--- src/rtl/decadj_unit.sv ---
module decadj_unit #(
  parameter int W = 8
) (
  input  logic         clk,
  input  logic         rst_n,
  input  logic         start,
  input  logic [1:0]   op,
  input  logic [W-1:0] acc_hi,
  input  logic [W-1:0] acc_lo,
  input  logic         aux_in,
  input  logic [W-1:0] base,
  output logic [W-1:0] res_hi,
  output logic [W-1:0] res_lo,
  output logic         flag_c,
  output logic         flag_a,
  output logic         flag_z,
  output logic         flag_s,
  output logic         flag_p,
  output logic         div_err,
  output logic         done,
  output logic         busy
);
  localparam int CW = $clog2(W + 1);
  localparam logic [1:0] OP_ADD = 2'b00, OP_SUB = 2'b01, OP_SPLIT = 2'b10, OP_MERGE = 2'b11;
  localparam logic [W-1:0] ONE = {{(W-1){1'b0}}, 1'b1};

  logic [1:0]    op_q;
  logic [W-1:0]  hi_q, lo_q, base_q, rem_q, quo_q;
  logic          aux_q;
  logic [CW-1:0] cnt_q;

  // one restoring divide step per clock
  logic [W:0]   trial;
  logic         fits;
  logic [W-1:0] rem_nx, quo_nx;
  assign trial  = {rem_q, quo_q[W-1]};
  assign fits   = trial >= {1'b0, base_q};
  assign rem_nx = fits ? (trial[W-1:0] - base_q) : trial[W-1:0];
  assign quo_nx = {quo_q[W-2:0], fits};
  wire last_step = (cnt_q == CW'(W - 1));

  // nibble correction and merge
  wire          fix    = (lo_q[3:0] > 4'd9) | aux_q;
  wire [3:0]    nib_up = lo_q[3:0] + 4'd6;
  wire [3:0]    nib_dn = lo_q[3:0] - 4'd6;
  wire [W-1:0]  keep_lo = {{(W-4){1'b0}}, lo_q[3:0]};
  logic [W-1:0] mac_lo;
  assign mac_lo = base_q * hi_q + lo_q;

  always_ff @(posedge clk) begin
    if (!rst_n) begin
      busy <= 1'b0; done <= 1'b0; div_err <= 1'b0;
      res_hi <= '0; res_lo <= '0;
      flag_c <= 1'b0; flag_a <= 1'b0; flag_z <= 1'b0; flag_s <= 1'b0; flag_p <= 1'b0;
      op_q <= OP_ADD; hi_q <= '0; lo_q <= '0; base_q <= '0; aux_q <= 1'b0;
      rem_q <= '0; quo_q <= '0; cnt_q <= '0;
    end else begin
      done <= 1'b0;
      if (!busy) begin
        if (start) begin
          busy <= 1'b1;
          op_q <= op; hi_q <= acc_hi; lo_q <= acc_lo; base_q <= base; aux_q <= aux_in;
          rem_q <= '0; quo_q <= acc_lo; cnt_q <= '0;
        end
      end else begin
        case (op_q)
          OP_ADD, OP_SUB: begin
            res_lo  <= !fix ? keep_lo
                     : (op_q == OP_ADD) ? {{(W-4){1'b0}}, nib_up} : {{(W-4){1'b0}}, nib_dn};
            res_hi  <= !fix ? hi_q : (op_q == OP_ADD) ? hi_q + ONE : hi_q - ONE;
            flag_a  <= fix;
            flag_c  <= fix;
            div_err <= 1'b0;
            done    <= 1'b1;
            busy    <= 1'b0;
          end
          OP_SPLIT: begin
            if (base_q == '0) begin
              res_hi  <= hi_q;
              res_lo  <= lo_q;
              div_err <= 1'b1;
              done    <= 1'b1;
              busy    <= 1'b0;
            end else begin
              rem_q <= rem_nx;
              quo_q <= quo_nx;
              cnt_q <= cnt_q + CW'(1);
              if (last_step) begin
                res_hi  <= quo_nx;
                res_lo  <= rem_nx;
                flag_z  <= (rem_nx == '0);
                flag_s  <= rem_nx[W-1];
                flag_p  <= ~^rem_nx[7:0];
                div_err <= 1'b0;
                done    <= 1'b1;
                busy    <= 1'b0;
              end
            end
          end
          default: begin
            res_hi  <= '0;
            res_lo  <= mac_lo;
            flag_z  <= (mac_lo == '0);
            flag_s  <= mac_lo[W-1];
            flag_p  <= ~^mac_lo[7:0];
            div_err <= 1'b0;
            done    <= 1'b1;
            busy    <= 1'b0;
          end
        endcase
      end
    end
  end
endmodule

--- config.mk ---
export PLATFORM = sky130hd
export DESIGN_NAME = decadj_unit
export DESIGN_NICKNAME = d
export VERILOG_FILES = /design/src/rtl/decadj_unit.sv
export SDC_FILE = /design/constraint.sdc
export NUM_CORES = 1
export LEC_CHECK = 0
export ABC_CLOCK_PERIOD_IN_PS = 6300
export BUFFER_PORTS_ARGS = -buffer_cell sky130_fd_sc_hd__buf_2
export CORE_MARGIN = 5
export CORE_UTILIZATION = 60
export CTS_CLUSTER_DIAMETER = 150
export DETAILED_ROUTE_END_ITERATION = 6
export GPL_ROUTABILITY_DRIVEN = 0
export PLACE_DENSITY = 0.81
export SYNTH_ARGS = -nofsm -noshare
export SYNTH_HDL_FRONTEND = slang
export SYNTH_SLANG_ARGS = --single-unit
--- constraint.sdc ---
create_clock -name clk -period 6.3 [get_ports clk]
set_input_delay 1.26 -clock clk [delete_from_list [all_inputs] [get_ports clk]]
set_output_delay 1.26 -clock clk [all_outputs]
set_load 0.05 [all_outputs]
==> results of run 1 <==
metrics by stage:
| stage | std cells | util (%) | total power, W | hold slack, ns |
|---|---|---|---|---|
| 6_report | 770 | 67.3 | 0.00128 | 0.449 |
| 5_1_grt | 770 | 67.3 | 0.00133 | 0.476 |
| 4_1_cts | 770 | 67.3 | 0.00127 | 0.452 |
| 3_5_place_dp | 754 | 65.2 | 0.000941 | 0.441 |
| 3_3_place_gp | 754 | 65.2 | 0.000926 | 0.439 |
| 2_1_floorplan | 626 | - | 0.000836 | 0.436 |
registers in the layout, summed over array words and instances (netlist names), 2 cells and up:
| name | flops |
|---|---|
| base_q | 8 |
| cnt_q | 4 |
| hi_q | 8 |
| lo_q | 8 |
| op_q | 2 |
| quo_q | 8 |
| rem_q | 8 |
| res_hi | 8 |
| res_lo | 8 |
kinds of logic after synthesis:
family,Yosys count,share of synthesized area [%]
buffers and inverters,93,7.53
XOR/XNOR,33,5.61
multiplexers,19,3.84
AND/OR/NAND/NOR,206,18.6
flip-flops,70,27.2
adder cells (fa/ha/maj),61,17.9
AO/OA/AOI/OAI,144,19.3
critical path, cell delays in order, from the launching register on:
cell,delay [ns]
dfxtp_1,0.52
nand2_1,0.14
fa_1,0.53
inv_1,0.06
fa_1,0.45
ha_1,0.29
inv_1,0.05
fa_1,0.53
inv_1,0.07
fa_1,0.46
a21o_1,0.18
a21oi_1,0.19
xnor2_1,0.12
xnor2_1,0.36
ha_1,0.32
xnor2_1,0.20
xnor2_1,0.14
o21ai_0,0.09
a211oi_1,0.21
worst max path at each step:
stage	start	endpoint	slack, ns	cells past startpoint
after floorplan	hi_q[1]	flag_p	1.79	19
after global placement	hi_q[1]	flag_p	1.58	18
after detailed placement	hi_q[1]	flag_p	1.38	18
after CTS	hi_q[1]	flag_p	1.36	18
after global routing	hi_q[1]	flag_p	1.08	18
final	hi_q[1]	flag_p	1.32	18
cell type report:
class	count	area, µm²
timing repair buffer	56	288
clock inverter	6	37.5
inverter	60	225
clock buffer	10	138
tap	105	131
fill	683	2710
multi-input combinational	463	3360
sequential	70	1400
synthesized netlist by cell type (5+ instances only):
library cell / count
nand2_1: 106
dfxtp_1: 70
inv_1: 59
a21oi_1: 50
ha_1: 40
nor2_1: 37
xnor2_1: 26
fa_1: 21
mux2i_1: 16
o21ai_0: 16
clkbuf_1: 15
nand3_1: 12
a211oi_1: 11
o21a_1: 11
and2_1: 10
buf_2: 10
a22o_1: 8
xor2_1: 7
nand4_1: 6
a221oi_1: 5
nor3_1: 5
o21ai_1: 5
power groups by stage:
stage | registers, W | clock network [W] | logic [W]
finish | 0.000509 | 0.000334 | 0.000433
global route | 0.000512 | 0.000350 | 0.000472
CTS | 0.000507 | 0.000333 | 0.000427
detailed placement | 0.000517 | 0 | 0.000424
global placement | 0.000515 | 0 | 0.000411
floorplan | 0.000530 | 0 | 0.000306
metal layers:
metal  routed length (µm)  vias up
met5                    0        -
met2                 6580      222
met3                 1000       46
li1                     -     2200
met1                 5760     2210
met4                  587        0
==> run_results.csv, run 1 <==
group,metric,value,unit
outcome,status,"finished clean",
global_route,use_met2,45.9,%
die,die_area,0.0105,mm²
timing,setup_viol,0,
route,ant_nets,0,
die,num_rows,33,
timing,clock.fmax,201,MHz
power,pwr-share-seq,39.9,%
timing,finClkSkew,0.00895,ns
clock_tree,cts_resized,0,
layout,drive_gt1_share,14.4,%
global_route,use_met3,4.06,%
synthesis,syn_avg_cell_area,8.23,µm²
synthesis,ys_ff_latch,70,
power,peakVddDrop,151,µV
route,vias,4678,
die,core_region_area,0.00830,mm²
timing,tightest_slew,1.01,ns
synthesis,synth-edff-count,0,
route,avgViaCountPerCell,6.08,
worst_setup_path,critical_path_class,"register to register",
die,fp.dieW,103,µm
route,drc,0,
worst_setup_path,r2r-end,"flag_p",
power,p_leak,2.41,nW
clock_tree,cts_root_buffer,"clkbuf_8",
clock_tree,post-cts-setup-buffers,0,
global_route,grt_pass1_wl,22.8,mm
min_path,holdPathStages,2,
global_route,grt_max_degree,50,
placement,portBuffers,53,
power,pwr-share-clk,26.2,%
layout,mostFrequentLayoutCell,"nand2_1",
timing,min_period_over_period,79.0,%
layout,most-common-layout-cells,"nand2_1, dfxtp_1, inv_1",
synthesis,syn-cell-area,0.00515,mm²
clock_tree,clkLatencyLatePin,0.35,ns
global_route,antenna_found_initial,0,
worst_setup_path,reg2reg_depth,18,
die,io-pin-count,54,
timing,rsz0062_at_grt,"no",
route,routed_wl,13.9,mm
clock_tree,cts.path.max_buffers,2,
timing,fin_tns_setup,0,ns
global_route,first_global_vias,4636,
clock_tree,cts_hold_buf,0,
die,initial_core_util,62.1,%
synthesis,synth_top_area_cell,"dfxtp_1",
layout,antennaDiodeCount,0,
placement,hpwl,10.5,mm
route,drt_iter0_drc,326,
global_route,grt_usage,28.0,%
worst_setup_path,cp_max_fo,10,
timing,setup_ws,1.32,ns
layout,area_growth,8.43,%
layout,nNetsFinal,751,
worst_setup_path,ff2ff_setup_slack,1.32,ns
synthesis,ys_top_cells_by_area,"dfxtp_1, ha_1, fa_1, nand2_1, a21oi_1",
global_route,gr-usage-met1,36.0,%
worst_setup_path,cp-end-kind,"register",
timing,period_minus_slack,4.98,ns
power,switching_share,38.5,%
power,power.internal,0.000784,W
synthesis,synthArstFlopShare,0,%
worst_setup_path,critPathLaunchType,"register",
power,power.density,228,mW/mm²
synthesis,ys_types,70,
clock_tree,cts_tree,"built",
clock_tree,clkTransAtPathRegs,0.08,ns
timing,maxSlewHeadroom,32.5,%
power,pwr-share-comb,33.9,%
worst_setup_path,worstPathRequired,6.57,ns
min_path,min_from,"div_err",
timing,final_hold_viol_count,0,
synthesis,synth_flop_cell,"dfxtp_1",
synthesis,seq_area_frac_synth,27.2,%
synthesis,synth.top_cell.area_share,27.2,%
placement,placed_area,0.00541,mm²
timing,finalMaxSlewViolations,0,
layout,design_area,0.00559,mm²
placement,pre_cts_slack,1.38,ns
synthesis,syn_inst,626,
route,wl_per_cell,18.1,µm
run,max-cap-violations,0,
global_route,overflow,0,
worst_setup_path,reg2reg_from,"hi_q[1]",
synthesis,yosys_warnings,0,
die,dieHeight,103,µm
power,p_switching,0.000491,W
synthesis,syn_nets,717,
clock_tree,htreeDepth,3,
clock_tree,cts_buffers,9,
global_route,busiest_layer,"met2",
min_path,hp-class,"register to register",
min_path,worstHoldEndpoint,"div_err",
worst_setup_path,crit_arrival,5.25,ns
route,drt-pass1-iter-count,5,
clock_tree,clkSinkCount,70,
(Power assumes the default switching activity.)
==> inputs of run 2 (changes only) <==
Settings changed: ABC_CLOCK_PERIOD_IN_PS 6300 to 4300, CORE_UTILIZATION 60 to 54, PLACE_DENSITY 0.81 to 0.77.
Clock period 6.3 ns to 4.3 ns, I/O delays scaled along.
==> run 2 against run 1 <==
The flow now finishes with violations (negative setup slack). Cell count grew 7.9%. Power grew 61%. Sequential power grew 43%. Critical path depth grew 1. Highest routed layer unchanged.
==> run_results.csv, run 2 (synthesis gave the netlist of run 1 again) <==
group,metric,value,unit
outcome,status,"finished with violations",
outcome,violations,"negative setup slack",
route,drt_iter0_drc,366,
global_route,overflow,0,
timing,setup_ws,-0.0914,ns
power,switching_share,36.5,%
route,ant_nets,0,
worst_setup_path,max_stage_delay,0.49,ns
power,peakVddDrop,323,µV
clock_tree,clkLatencyLatePin,0.35,ns
worst_setup_path,critical_path_class,"register to register",
layout,most-common-layout-cells,"nand2_1, dfxtp_1, inv_1, buf_2, a21oi_1",
timing,clock.fmax,228,MHz
timing,finalMaxSlewViolations,0,
power,pwr-share-comb,35.1,%
worst_setup_path,crit_path_cell_trace,"buf_6 > nand2_2 > fa_1 > inv_1 > fa_1 > ha_1 > inv_2 > fa_1 > inv_2 > fa_2 > a21o_1 > a21oi_4 > xnor2_2 > xnor2_2 > ha_1 > xnor2_2 > xnor2_1 > o21ai_1 > a211oi_2",
power,p_leak,2.66,nW
placement,hpwl,11.0,mm
die,io-pin-count,54,
worst_setup_path,cp_slowest_cell,"fa_1",
power,power.density,336,mW/mm²
clock_tree,cts.path.max_buffers,2,
timing,setup_viol,1,
timing,final_hold_viol_count,0,
clock_tree,cts_root_buffer,"clkbuf_8",
die,dieHeight,108,µm
power,p_switching,0.000749,W
layout,nNetsFinal,788,
clock_tree,clkTransAtPathRegs,0.08,ns
min_path,hp-class,"register to register",
route,routed_wl,14.4,mm
route,drt-pass1-iter-count,5,
route,wl_per_cell,17.3,µm
power,pwr-share-clk,29.3,%
route,avgViaCountPerCell,5.83,
timing,hold_slack,0.455,ns
global_route,first_global_vias,4761,
timing,period_minus_slack,4.39,ns
worst_setup_path,crit_arrival,4.67,ns
power,power.internal,0.00131,W
worst_setup_path,worstPathRequired,4.58,ns
layout,area_growth,18.6,%
timing,maxSlewHeadroom,33.4,%
layout,design_area,0.00611,mm²
worst_setup_path,critPathLaunchType,"register",
route,vias,4841,
placement,placed_area,0.00571,mm²
layout,mostFrequentLayoutCell,"nand2_1",
clock_tree,cts_buffers,9,
die,fp.dieW,108,µm
placement,portBuffers,53,
power,power.total,0.00206,W
timing,min_period_over_period,102,%
clock_tree,clkSinkCount,70,
die,die_area,0.0116,mm²
route,drc,0,
die,core_region_area,0.00928,mm²
clock_tree,cts_hold_buf,0,
timing,finClkSkew,0.00798,ns
worst_setup_path,critPathLaunch,"hi_q[1]",
global_route,antenna_found_initial,0,
worst_setup_path,cp-end-kind,"register",
worst_setup_path,cp_max_fo,6,
global_route,grt_usage,25.8,%
die,initial_core_util,55.5,%
layout,antennaDiodeCount,0,
timing,tightest_slew,0.994,ns
power,pwr-share-seq,35.5,%
clock_tree,htreeDepth,3,
die,num_rows,35,
global_route,grt_max_degree,50,
layout,drive_gt1_share,24.2,%
timing,rsz0062_at_grt,"yes",
clock_tree,cts_tree,"built",
run,max-cap-violations,0,
global_route,grt_pass1_wl,23.6,mm
worst_setup_path,reg2reg_from,"hi_q[1]",
min_path,min_from,"res_hi[3]",
run 2: cell types whose count changed in the layout (fill, tap and decap cells not counted), sizes merged:
cell	previous run	this run
bufinv	0	2
clkinv	3	2
clkbuf	10	9
inv	60	61
buf	56	93
clkinvlp	3	2
run 2: critical path: cells and delay by family, from the launching register on:
family / cells / cell delay [ns]
xor gates and xnor gates: 4 / 0.58
and+or+nand+nor: 1 / 0.05
DFF: 1 / 0.41
adders and majority gates: 6 / 2.39
buffers and inverters: 4 / 0.25
AOI/OAI and AO/OA: 4 / 0.63
run 2: routing by layer:
metal	share of wire (%)	global-route usage [%]
met2	47	41.9
met3	8.5	5.16
met5	0	0
met4	3.5	10.0
met1	41	33.8
run 2: per-stage QoR:
step / setup TNS [ns] / utilization, % / cells / setup slack, ns
after floorplan: 0 / - / 626 / 0.000816
after global placement: -0.0436 / 61.5 / 812 / -0.0436
after detailed placement: -0.280 / 61.5 / 812 / -0.247
after CTS: -0.122 / 64.6 / 829 / -0.122
after global routing: -0.439 / 65.8 / 831 / -0.299
final: -0.0914 / 65.8 / 831 / -0.0914
run 2: final cells by class:
type | instances | area [µm²]
clock buffers | 9 | 124
inverters | 60 | 228
fillers | 781 | 3170
well taps | 129 | 161
repair buffers | 93 | 581
clock inverters | 7 | 97.6
multi-input cells | 463 | 3490
flip-flops and latches | 70 | 1430
run 2: repair_timing:
| item | 4_1_cts | 5_1_grt |
|---|---|---|
| resized for setup | 22 | 24 |
| setup endpoints to repair | 2 | 2 |
| pin swaps | 19 | 24 |
| buffers inserted | 1 | 2 |
run 2: power by group through the flow:
stage	combinational, W	sequential, W	clock (W)
after CTS	0.000697	0.000729	0.000602
after detailed placement	0.000672	0.000744	0
after floorplan	0.000451	0.000777	0
after global placement	0.000654	0.000741	0
after global routing	0.000788	0.000736	0.000638
final	0.000722	0.000730	0.000603
run 2: final timing paths:
check / endpoint / slack, ns / depth (start not counted)
worst max-delay path: flag_p / -0.09 / 19
worst min-delay path: res_hi[3] / 0.46 / 2
worst max register to register: flag_p / -0.09 / 19
worst min register to register: res_hi[3] / 0.46 / 2
==> inputs of run 3 (changes only) <==
Settings changed: CORE_UTILIZATION 54 to 23, PLACE_DENSITY 0.77 to default.
==> run 3 against run 2 <==
The flow now finishes without violations. Highest routed layer unchanged. Clock power increased by 23%. Non-clock buffer count increased by 2. Via count fell by 5.3%. Global-route usage fell by 14 points.
==> run_results.csv, run 3 (synthesis gave the netlist of run 1 again) <==
group,metric,value,unit
route,drc,0,
layout,mostFrequentLayoutCell,"nand2_1",
power,switching_share,34.9,%
clock_tree,cts_tree,"built",
worst_setup_path,cp_max_fo,7,
global_route,overflow,0,
die,io-pin-count,54,
layout,drive_gt1_share,24.4,%
layout,area_growth,23.6,%
placement,hpwl,12.0,mm
route,ant_nets,0,
clock_tree,cts_buffers,9,
clock_tree,clkLatencyLatePin,0.34,ns
clock_tree,cts_root_buffer,"clkbuf_16",
power,pwr-share-clk,33.8,%
worst_setup_path,critPathLaunchType,"register",
clock_tree,cts_hold_buf,0,
route,drt_iter0_drc,326,
layout,nNetsFinal,790,
power,pwr-share-seq,33.4,%
global_route,grt_pass1_wl,24.4,mm
min_path,hp-class,"register to register",
worst_setup_path,worstPathRequired,4.51,ns
power,power.density,344,mW/mm²
power,pwr-share-comb,32.8,%
die,initial_core_util,23.5,%
route,drt-pass1-iter-count,6,
die,dieHeight,160,µm
outcome,status,"finished clean",
die,fp.dieW,160,µm
global_route,first_global_vias,4436,
placement,portBuffers,53,
timing,min_period_over_period,98.5,%
route,wl_per_cell,15.5,µm
power,p_leak,2.68,nW
die,die_area,0.0255,mm²
clock_tree,clkSinkCount,70,
layout,antennaDiodeCount,0,
worst_setup_path,crit_arrival,4.44,ns
timing,hold_slack,0.450,ns
timing,final_hold_viol_count,0,
power,power.internal,0.00143,W
timing,finClkSkew,0.00547,ns
global_route,grt_max_degree,50,
timing,rsz0062_at_grt,"yes",
clock_tree,clkTransAtPathRegs,0.06,ns
layout,most-common-layout-cells,"nand2_1, dfxtp_1, inv_1",
die,num_rows,54,
timing,clock.fmax,236,MHz
route,vias,4586,
worst_setup_path,cp-end-kind,"register",
worst_setup_path,critical_path_class,"register to register",
layout,fin_util,29.0,%
timing,tightest_slew,1.07,ns
timing,period_minus_slack,4.24,ns
global_route,antenna_found_initial,0,
power,p_switching,0.000766,W
route,routed_wl,15.3,mm
clock_tree,htreeDepth,3,
timing,maxSlewHeadroom,28.3,%
timing,finalMaxSlewViolations,0,
die,core_region_area,0.0220,mm²
run,max-cap-violations,0,
global_route,grt_usage,12.0,%
route,avgViaCountPerCell,4.66,
clock_tree,cts.path.max_buffers,2,
power,peakVddDrop,212,µV
timing,setup_viol,0,
==> run 3: changes by cell type in the layout (fill, tap and decap cells not counted), moves of 2 or more <==
cell	previous run	this run
clkbuf_16	0	9
clkbuf_8	9	0
buf_4	36	39
dfxtp_1	60	58
dfxtp_2	5	7
inv_1	53	55
==> run 3: area by class of cell <==
class | count | area, µm²
clock inverter | 6 | 62.6
inverter | 60 | 225
tap | 280 | 350
multi-input combinational | 463 | 3480
clock buffer | 10 | 229
sequential | 70 | 1430
fill | 2327 | 15600
timing repair buffer | 95 | 592
==> run 3: power by group through the flow <==
| stage | clock [W] | sequential, W | combinational (W) |
|---|---|---|---|
| 5_1_grt | 0.000784 | 0.000738 | 0.000785 |
| 2_1_floorplan | 0 | 0.000777 | 0.000451 |
| 3_5_place_dp | 0 | 0.000745 | 0.000682 |
| 4_1_cts | 0.000758 | 0.000732 | 0.000708 |
| 6_report | 0.000742 | 0.000732 | 0.000719 |
| 3_3_place_gp | 0 | 0.000745 | 0.000677 |
==> run 3: final timing paths <==
check / from / to / slack (ns) / cells past startpoint
max: hi_q[1] / flag_p / 0.06 / 18
min: res_hi[3] / res_hi[3] / 0.45 / 2
max reg2reg: hi_q[1] / flag_p / 0.06 / 18
min reg2reg: res_hi[3] / res_hi[3] / 0.45 / 2
==> run 3: what timing repair did <==
action,CTS,global route
buffers inserted,3,1
hold endpoints to repair,0,0
resized for setup,33,10
pin swaps,27,15
setup endpoints to repair,1,2
==> run 3: stage by stage <==
stage          cells  power (W)  setup WS [ns]  TNS, ns  cell area, µm²
3_5_place_dp     964    0.00143         -0.125   -0.125            5900
4_1_cts          983    0.00220        -0.0109  -0.0109            6310
2_1_floorplan    626    0.00123       0.000816        0            5180
6_report         984    0.00219         0.0642        0            6370
3_3_place_gp     964    0.00142        -0.0274  -0.0274            5900
5_1_grt          984    0.00231         -0.137   -0.137            6370
==> run 3: routing by layer <==
metal  global-route usage (%)  vias up  part of all wire (%)
met4                     4.06        0                   1.9
met1                     16.5     2174                    48
met3                     1.68       19                   4.4
li1                         -     2280                     -
met5                        0        -                     0
met2                     19.5      113                    46
==> run 3: critical path, stage by stage, from the launching register on <==
cell and delay, ns:
dfxtp_4 0.39, nand2_2 0.06, fa_1 0.49, inv_1 0.05, fa_1 0.43, ha_1 0.29
inv_1 0.04, fa_1 0.49, inv_2 0.05, fa_2 0.38, a21o_1 0.19, a21oi_4 0.14
xnor2_2 0.09, xnor2_2 0.15, ha_1 0.33, xnor2_2 0.15, xnor2_1 0.12, o21ai_1 0.15
a211oi_2 0.08
